--- src/rtl/lfc_pkg.sv ---
`timescale 1ns/1ps
package lfc_pkg;

    localparam int unsigned WORD_W     = 32;
    localparam int unsigned WORD_BYTES = WORD_W / 8;
    localparam int unsigned OFFS_W     = $clog2(WORD_BYTES);
    localparam int unsigned LEN_W      = OFFS_W + 1;

    typedef enum logic [1:0] {
        FS_IDLE,
        FS_BURST,
        FS_SINGLE
    } fill_state_e;

    // Per-beat decision produced by the beat evaluator
    typedef struct packed {
        logic keep;         // load the longword into the line
        logic drop_one;     // clear the valid bit of this entry
        logic drop_all;     // clear the whole line
        logic forward;      // hand the longword to the requester
        logic fwd_second;   // forwarded longword is the operand remainder
        logic raise_now;    // immediate bus error
        logic raise_pend;   // pending bus error
        logic proceed;      // run another burst beat
        logic second_seen;  // operand remainder obtained by this beat
    } beat_verdict_t;

    function automatic logic crosses_word(input logic [OFFS_W-1:0] offs,
                                          input logic [LEN_W-1:0]  len);
        logic [LEN_W:0] reach;
        reach = {2'b00, offs} + {1'b0, len};
        return reach > (LEN_W+1)'(WORD_BYTES);
    endfunction

endpackage

--- src/rtl/lfc_beat_eval.sv ---
`timescale 1ns/1ps
module lfc_beat_eval
    import lfc_pkg::*;
(
    input  logic          first_beat,
    input  logic          last_beat,
    input  logic          is_fetch,
    input  logic          has_first,
    input  logic          has_second,
    input  logic          ack,
    input  logic          inhibit,
    input  logic          fault,
    output beat_verdict_t verdict
);

    // Precedence: bus error, then cache inhibit, then acknowledge
    always_comb begin
        verdict = '0;
        if (fault) begin
            verdict.drop_all   = first_beat;
            verdict.drop_one   = !first_beat;
            verdict.raise_now  = first_beat && !is_fetch;
            verdict.raise_pend = first_beat && is_fetch;
        end else begin
            verdict.forward     = has_first || has_second;
            verdict.fwd_second  = has_second && !has_first;
            verdict.second_seen = has_second;
            if (!inhibit) begin
                verdict.keep    = 1'b1;
                verdict.proceed = ack && !last_beat;
            end
        end
    end

endmodule

--- src/rtl/lfc_line_store.sv ---
`timescale 1ns/1ps
module lfc_line_store
    import lfc_pkg::*;
#(
    parameter int unsigned ENTRIES = 4,
    parameter int unsigned IDX_W   = $clog2(ENTRIES)
) (
    input  logic                      clk,
    input  logic                      rst,
    input  logic                      clear_all,
    input  logic                      wr_en,
    input  logic [IDX_W-1:0]          wr_idx,
    input  logic [WORD_W-1:0]         wr_word,
    input  logic                      kill_en,
    input  logic [IDX_W-1:0]          kill_idx,
    output logic [ENTRIES-1:0]        valid,
    output logic [ENTRIES*WORD_W-1:0] words
);

    generate
        for (genvar e = 0; e < ENTRIES; e++) begin : g_entry
            logic              vld_q;
            logic [WORD_W-1:0] word_q;

            always_ff @(posedge clk) begin
                if (rst) begin
                    vld_q  <= 1'b0;
                    word_q <= '0;
                end else if (clear_all) begin
                    vld_q <= 1'b0;
                end else if (wr_en && (wr_idx == IDX_W'(e))) begin
                    vld_q  <= 1'b1;
                    word_q <= wr_word;
                end else if (kill_en && (kill_idx == IDX_W'(e))) begin
                    vld_q <= 1'b0;
                end
            end

            assign valid[e]                    = vld_q;
            assign words[e*WORD_W +: WORD_W]   = word_q;
        end
    endgenerate

endmodule

--- src/rtl/lfc_seq.sv ---
`timescale 1ns/1ps
module lfc_seq
    import lfc_pkg::*;
#(
    parameter int unsigned ADDR_W  = 32,
    parameter int unsigned ENTRIES = 4,
    parameter int unsigned IDX_W   = $clog2(ENTRIES)
) (
    input  logic              clk,
    input  logic              rst,
    input  logic              miss_valid,
    input  logic              miss_instr,
    input  logic [ADDR_W-1:0] miss_addr,
    input  logic [LEN_W-1:0]  miss_len,
    output logic              miss_ready,
    output logic [ADDR_W-1:0] bus_addr,
    output logic              bus_rd,
    output logic              burst_req,
    input  logic [WORD_W-1:0] bus_data,
    input  logic              bus_term,
    input  logic              bus_err,
    output logic              first_beat,
    output logic              last_beat,
    output logic              is_fetch,
    output logic              has_first,
    output logic              has_second,
    input  beat_verdict_t     verdict,
    output logic              st_clear,
    output logic              st_wr,
    output logic              st_kill,
    output logic [IDX_W-1:0]  st_idx,
    output logic              fwd_valid,
    output logic              fwd_part,
    output logic [WORD_W-1:0] fwd_data,
    output logic              err_now,
    output logic              err_pend,
    output logic              fill_done
);

    localparam int unsigned TAG_LSB = OFFS_W + IDX_W;
    localparam int unsigned TAG_W   = ADDR_W - TAG_LSB;
    localparam int unsigned WADDR_W = ADDR_W - OFFS_W;
    localparam logic [IDX_W-1:0] LAST_CNT = IDX_W'(ENTRIES - 1);
    localparam logic [IDX_W-1:0] TOP_IDX  = IDX_W'(ENTRIES - 1);

    fill_state_e        st_q;
    logic [TAG_W-1:0]   tag_q;
    logic [IDX_W-1:0]   start_q;
    logic [IDX_W-1:0]   count_q;
    logic [IDX_W-1:0]   cur_idx;
    logic               fetch_q;
    logic               split_q;
    logic               second_q;
    logic [WADDR_W-1:0] spill_q;
    logic               accept;
    logic               beat_end;
    logic               in_burst;
    logic               more_needed;

    assign cur_idx  = start_q + count_q;
    assign in_burst = (st_q == FS_BURST);
    assign accept   = miss_valid && (st_q == FS_IDLE);
    assign beat_end = (st_q != FS_IDLE) && (bus_term || bus_err);

    assign miss_ready = (st_q == FS_IDLE);
    assign bus_rd     = (st_q != FS_IDLE);
    assign burst_req  = in_burst && (count_q != LAST_CNT);
    assign bus_addr   = (st_q == FS_SINGLE) ? {spill_q, {OFFS_W{1'b0}}}
                                            : {tag_q, cur_idx, {OFFS_W{1'b0}}};

    // Beat context for the evaluator
    assign first_beat = (count_q == '0);
    assign last_beat  = (count_q == LAST_CNT);
    assign is_fetch   = fetch_q;
    assign has_first  = first_beat;
    assign has_second = split_q && (start_q != TOP_IDX) && (count_q == IDX_W'(1));

    // Line store controls
    assign st_clear = accept || (in_burst && beat_end && verdict.drop_all);
    assign st_wr    = in_burst && beat_end && verdict.keep;
    assign st_kill  = in_burst && beat_end && verdict.drop_one;
    assign st_idx   = cur_idx;

    assign more_needed = split_q && !second_q && !verdict.second_seen && !verdict.drop_all;

    always_ff @(posedge clk) begin
        if (rst) begin
            st_q      <= FS_IDLE;
            tag_q     <= '0;
            start_q   <= '0;
            count_q   <= '0;
            fetch_q   <= 1'b0;
            split_q   <= 1'b0;
            second_q  <= 1'b0;
            spill_q   <= '0;
            fwd_valid <= 1'b0;
            fwd_part  <= 1'b0;
            fwd_data  <= '0;
            err_now   <= 1'b0;
            err_pend  <= 1'b0;
            fill_done <= 1'b0;
        end else begin
            fwd_valid <= 1'b0;
            err_now   <= 1'b0;
            err_pend  <= 1'b0;
            fill_done <= 1'b0;
            case (st_q)
                FS_IDLE: begin
                    if (accept) begin
                        tag_q    <= miss_addr[ADDR_W-1:TAG_LSB];
                        start_q  <= miss_addr[TAG_LSB-1:OFFS_W];
                        count_q  <= '0;
                        fetch_q  <= miss_instr;
                        split_q  <= crosses_word(miss_addr[OFFS_W-1:0], miss_len);
                        second_q <= 1'b0;
                        spill_q  <= miss_addr[ADDR_W-1:OFFS_W] + WADDR_W'(1);
                        st_q     <= FS_BURST;
                    end
                end
                FS_BURST: begin
                    if (beat_end) begin
                        fwd_valid <= verdict.forward;
                        fwd_part  <= verdict.fwd_second;
                        fwd_data  <= bus_data;
                        err_now   <= verdict.raise_now;
                        err_pend  <= verdict.raise_pend;
                        if (verdict.second_seen) begin
                            second_q <= 1'b1;
                        end
                        if (verdict.proceed) begin
                            count_q <= count_q + IDX_W'(1);
                        end else if (more_needed) begin
                            st_q <= FS_SINGLE;
                        end else begin
                            st_q      <= FS_IDLE;
                            fill_done <= 1'b1;
                        end
                    end
                end
                FS_SINGLE: begin
                    if (beat_end) begin
                        fwd_valid <= !bus_err;
                        fwd_part  <= 1'b1;
                        fwd_data  <= bus_data;
                        err_now   <= bus_err && !fetch_q;
                        err_pend  <= bus_err && fetch_q;
                        st_q      <= FS_IDLE;
                        fill_done <= 1'b1;
                    end
                end
                default: st_q <= FS_IDLE;
            endcase
        end
    end

endmodule

--- src/rtl/burst_fill_ctrl.sv ---
`timescale 1ns/1ps
module burst_fill_ctrl
    import lfc_pkg::*;
#(
    parameter int unsigned ADDR_W  = 32,
    parameter int unsigned ENTRIES = 4
) (
    input  logic                      clk,
    input  logic                      rst,
    input  logic                      miss_valid,
    input  logic                      miss_instr,
    input  logic [ADDR_W-1:0]         miss_addr,
    input  logic [LEN_W-1:0]          miss_len,
    output logic                      miss_ready,
    output logic [ADDR_W-1:0]         bus_addr,
    output logic                      bus_rd,
    output logic                      burst_req,
    input  logic [WORD_W-1:0]         bus_data,
    input  logic                      bus_term,
    input  logic                      burst_ack,
    input  logic                      cache_inh,
    input  logic                      bus_err,
    output logic                      fwd_valid,
    output logic                      fwd_part,
    output logic [WORD_W-1:0]         fwd_data,
    output logic                      err_now,
    output logic                      err_pend,
    output logic                      fill_done,
    output logic [ENTRIES-1:0]        line_valid,
    output logic [ENTRIES*WORD_W-1:0] line_data
);

    localparam int unsigned IDX_W = $clog2(ENTRIES);

    logic             first_beat;
    logic             last_beat;
    logic             is_fetch;
    logic             has_first;
    logic             has_second;
    beat_verdict_t    verdict;
    logic             st_clear;
    logic             st_wr;
    logic             st_kill;
    logic [IDX_W-1:0] st_idx;

    lfc_seq #(
        .ADDR_W  (ADDR_W),
        .ENTRIES (ENTRIES),
        .IDX_W   (IDX_W)
    ) u_seq (
        .clk        (clk),
        .rst        (rst),
        .miss_valid (miss_valid),
        .miss_instr (miss_instr),
        .miss_addr  (miss_addr),
        .miss_len   (miss_len),
        .miss_ready (miss_ready),
        .bus_addr   (bus_addr),
        .bus_rd     (bus_rd),
        .burst_req  (burst_req),
        .bus_data   (bus_data),
        .bus_term   (bus_term),
        .bus_err    (bus_err),
        .first_beat (first_beat),
        .last_beat  (last_beat),
        .is_fetch   (is_fetch),
        .has_first  (has_first),
        .has_second (has_second),
        .verdict    (verdict),
        .st_clear   (st_clear),
        .st_wr      (st_wr),
        .st_kill    (st_kill),
        .st_idx     (st_idx),
        .fwd_valid  (fwd_valid),
        .fwd_part   (fwd_part),
        .fwd_data   (fwd_data),
        .err_now    (err_now),
        .err_pend   (err_pend),
        .fill_done  (fill_done)
    );

    lfc_beat_eval u_eval (
        .first_beat (first_beat),
        .last_beat  (last_beat),
        .is_fetch   (is_fetch),
        .has_first  (has_first),
        .has_second (has_second),
        .ack        (burst_ack),
        .inhibit    (cache_inh),
        .fault      (bus_err),
        .verdict    (verdict)
    );

    lfc_line_store #(
        .ENTRIES (ENTRIES),
        .IDX_W   (IDX_W)
    ) u_store (
        .clk       (clk),
        .rst       (rst),
        .clear_all (st_clear),
        .wr_en     (st_wr),
        .wr_idx    (st_idx),
        .wr_word   (bus_data),
        .kill_en   (st_kill),
        .kill_idx  (st_idx),
        .valid     (line_valid),
        .words     (line_data)
    );

endmodule

--- config.mk ---
export PLATFORM = sky130hd
export DESIGN_NAME = burst_fill_ctrl
export DESIGN_NICKNAME = d
export VERILOG_FILES = /design/src/rtl/lfc_pkg.sv /design/src/rtl/lfc_beat_eval.sv /design/src/rtl/lfc_line_store.sv /design/src/rtl/lfc_seq.sv /design/src/rtl/burst_fill_ctrl.sv
export SDC_FILE = /design/constraint.sdc
export NUM_CORES = 1
export LEC_CHECK = 0
export CAP_MARGIN = 0
export CORE_ASPECT_RATIO = 1.25
export CORE_MARGIN = 1.5
export CORE_UTILIZATION = 34
export DETAILED_ROUTE_END_ITERATION = 10
export DONT_BUFFER_PORTS = 1
export HOLD_SLACK_MARGIN = 0.06
export SETUP_SLACK_MARGIN = 0.05
export SYNTH_ARGS = -nofsm -noshare
export SYNTH_HDL_FRONTEND = slang
export SYNTH_SLANG_ARGS = --single-unit
--- constraint.sdc ---
create_clock -name clk -period 4.95 [get_ports clk]
set_clock_uncertainty 0.1 [all_clocks]
set_input_delay 0.99 -clock clk [delete_from_list [all_inputs] [get_ports clk]]
set_output_delay 0.99 -clock clk [all_outputs]
set_load 0.01 [all_outputs]
==> reports/qor.txt <==
FF/Latch Area: 4720 µm²
fin. max-slew vios: 0
Distinct cells, synth: 54
CTS root buffer: clkbuf_16
Rel. slew slack: 0.438
Synth Instances: 1166
die height: 191 µm
synthesized area: 9590 µm²
vias in the first global route: 7594
dpl hpwl: 19400 µm
die area: 29200 µm²
power per cell area: 402 nW/µm²
first-pass iteration count of the detailed router: 7
most frequent cells in the layout: nand2_1, dfxtp_1, a21oi_1, nor2_1, mux2i_1
clk buf depth: 3
diodes inserted: 0
Initial Util: 0.347
Max Cap Viol: 0
clock latency at the later pin of the worst-skew pair: 0.52 ns
Slew @ Worst Pin: 0.835 ns
CP max stage delay: 0.60 ns
DR DRC count: 16
top post-synthesis cells by area: dfxtp_1, nand2_1, a21oi_1
DRT Wirelength: 28600 µm
Synth Register Bits: 236
final-report setup violation count: 0
H-Tree Depth: 1
post-CTS sizing: 0
CP Capture Type: output pin
1st-iter DRT viols: 429
violated checks: design-rule violations
CTS tree: yes
port bufs: 0
core area: 27700 µm²
GR Util met3: 0.0782
delay-heaviest family, CP: adder cells
f_max: 284 MHz
ys flop type: dfxtp_1
Leak: 3.54 nW
most crowded layer after global routing: met2
area leader, netlist: dfxtp_1
final-report hold violation count: 0
slowest CP cell: ha_1
crit path time final: 3.53 ns
post-route clock period utilization: 0.712
status: finished, violations left
CP startpoint kind: flop
share of the synthesized area in the top cell type: 0.493
Sum Neg Setup Slack: 0 ns
CP bufs+invs: 2
Post-CTS Hold Fix Bufs: 0
largest net degree at the start of global routing: 234
IO Count: 279
Die W: 153 µm
first-pass GRT wire length: 43900 µm
multi-input logic area: 4440 µm²
vias: 7879
Vias/cell: 5.30
Avg WL per Cell: 19.2 µm
CP Data Required Time: 3.86 ns
cts bufs inserted: 26
FFs w/ async S/R, synth: 0
# Post-CTS Setup Buffers: 0
NumNets Final: 1203
Max IR drop VDD: 0.284 mV
routing usage on met1: 0.202
antenna violations before repair: 0
CP max FO: 24
Post-DRT Antenna Nets: 0
clk slew on worst S/H paths: 0.06 ns
Seq/Total Area, Yosys: 0.493
GRT overflow: 0
Critical Path AT: 2.44 ns
GRT met2 Usage: 0.332
Total GRT Usage: 0.188
crit-path cells: inv_1 -> ha_1 -> buf_4 -> mux2_2
Avg Inst Size Synth: 8.22 µm²
commonest non-fill, non-tap cell in the layout: nand2_1
Cell Rows: 68
Tot Pwr: 4.28 mW
Fin Hold WS: 0.351 ns
Crit Path Class: reg2out
RSZ-0062 raised after global routing: false
clock sinks: 236
layout cells sized above 1: 0.0880
RD Place Congestion: 0.810
Area Overhead vs Synth: 11.1%
synth warn: 0
worst hold path type: reg2reg
number of synthesized flops with an enable pin: 0
fillers: 2817
## layout make-up
| type | count | share of cell area |
|---|---|---|
| Tap cell | 350 | 0.0411 |
| Multi-Input combinational cell | 825 | 0.416 |
| Inverter | 14 | 0.00493 |
| Clock buffer | 32 | 0.0680 |
| Sequential cell | 236 | 0.443 |
| Timing Repair Buffer | 14 | 0.00986 |
| Clock inverter | 15 | 0.0162 |
## layer usage
layer	wire, µm	up-vias
met2	13800	306
li1	-	3846
met4	761	0
met3	3340	61
met5	0	-
met1	10700	3666
## state kept, by name, summed over array words and instances, names as in the netlist
name,count
u_store.g_entry.word_q,128
u_seq.fwd_data,32
u_seq.spill_q,30
u_seq.tag_q,28
u_store.g_entry.vld_q,4
u_seq.count_q,2
u_seq.st_q,2
u_seq.start_q,2
u_seq.err_now,1
u_seq.err_pend,1
u_seq.fill_done,1
u_seq.fwd_part,1
u_seq.fwd_valid,1
u_seq.is_fetch,1
u_seq.second_q,1
u_seq.split_q,1
## cell families after synthesis
logic type / share of synthesized area
flops: 0.493
buf+inv: 0.0462
fa+ha+maj: 0.0151
simple gates: 0.227
other cells: 0.000391
xor+xnor: 0.0158
compound gates: 0.136
mux: 0.0675
## stage by stage
stage / area (µm²) / worst slack [ns] / cells / util
6_report: 10700 / 1.42 / 1486 / 0.385
5_1_grt: 10700 / 1.30 / 1486 / 0.385
4_1_cts: 10700 / 1.37 / 1486 / 0.385
3_5_place_dp: 9760 / 1.85 / 1439 / 0.353
3_3_place_gp: 9760 / 1.87 / 1439 / 0.353
2_1_floorplan: 9590 / 2.16 / 1167 / -
## synth_stat cells (5+ instances only)
cell / count
buf_4: 7
o21ai_0: 12
nand3_1: 16
nor3_1: 10
dfxtp_1: 236
nand4_1: 9
a21oi_1: 172
o31ai_1: 8
clkbuf_1: 76
a211oi_1: 12
or4_1: 11
inv_1: 14
a311oi_1: 14
nor2b_1: 5
nor4_1: 15
mux2_2: 29
ha_1: 10
nor2_1: 70
mux2i_1: 32
or3_1: 5
xnor2_1: 8
nand2_1: 336
## worst register-to-register path: stages, from the launching register on
cell,delay [ns]
dfxtp_1,0.36
inv_1,0.07
ha_1,0.38
nand3b_1,0.32
nor3_4,0.50
buf_4,0.50
mux2i_1,0.30
nor2_1,0.05
## power by group
group | switching [mW] | leakage (nW) | internal (mW)
combinational | 0.168 | 1.19 | 0.0986
sequential | 0.0388 | 1.91 | 1.96
clock | 0.817 | 0.438 | 1.20
## path summary, 6_finish.rpt
check / startpoint / endpoint / slack (ns) / cells after the start
worst min-delay path: u_seq.tag_q[5]$_SDFFE_PP0P_ / u_seq.tag_q[5]$_SDFFE_PP0P_ / 0.35 / 2
worst min register to register: u_seq.tag_q[5]$_SDFFE_PP0P_ / u_seq.tag_q[5]$_SDFFE_PP0P_ / 0.35 / 2
worst max-delay path: u_seq.st_q[0]$_SDFFE_PP0P_ / bus_addr[30] / 1.42 / 4
worst max register to register: u_seq.st_q[0]$_SDFFE_PP0P_ / u_store.g_entry[3].word_q[30]$_SDFFE_PP0P_ / 2.24 / 7
Note: power is estimated with default switching activity, not from simulation.
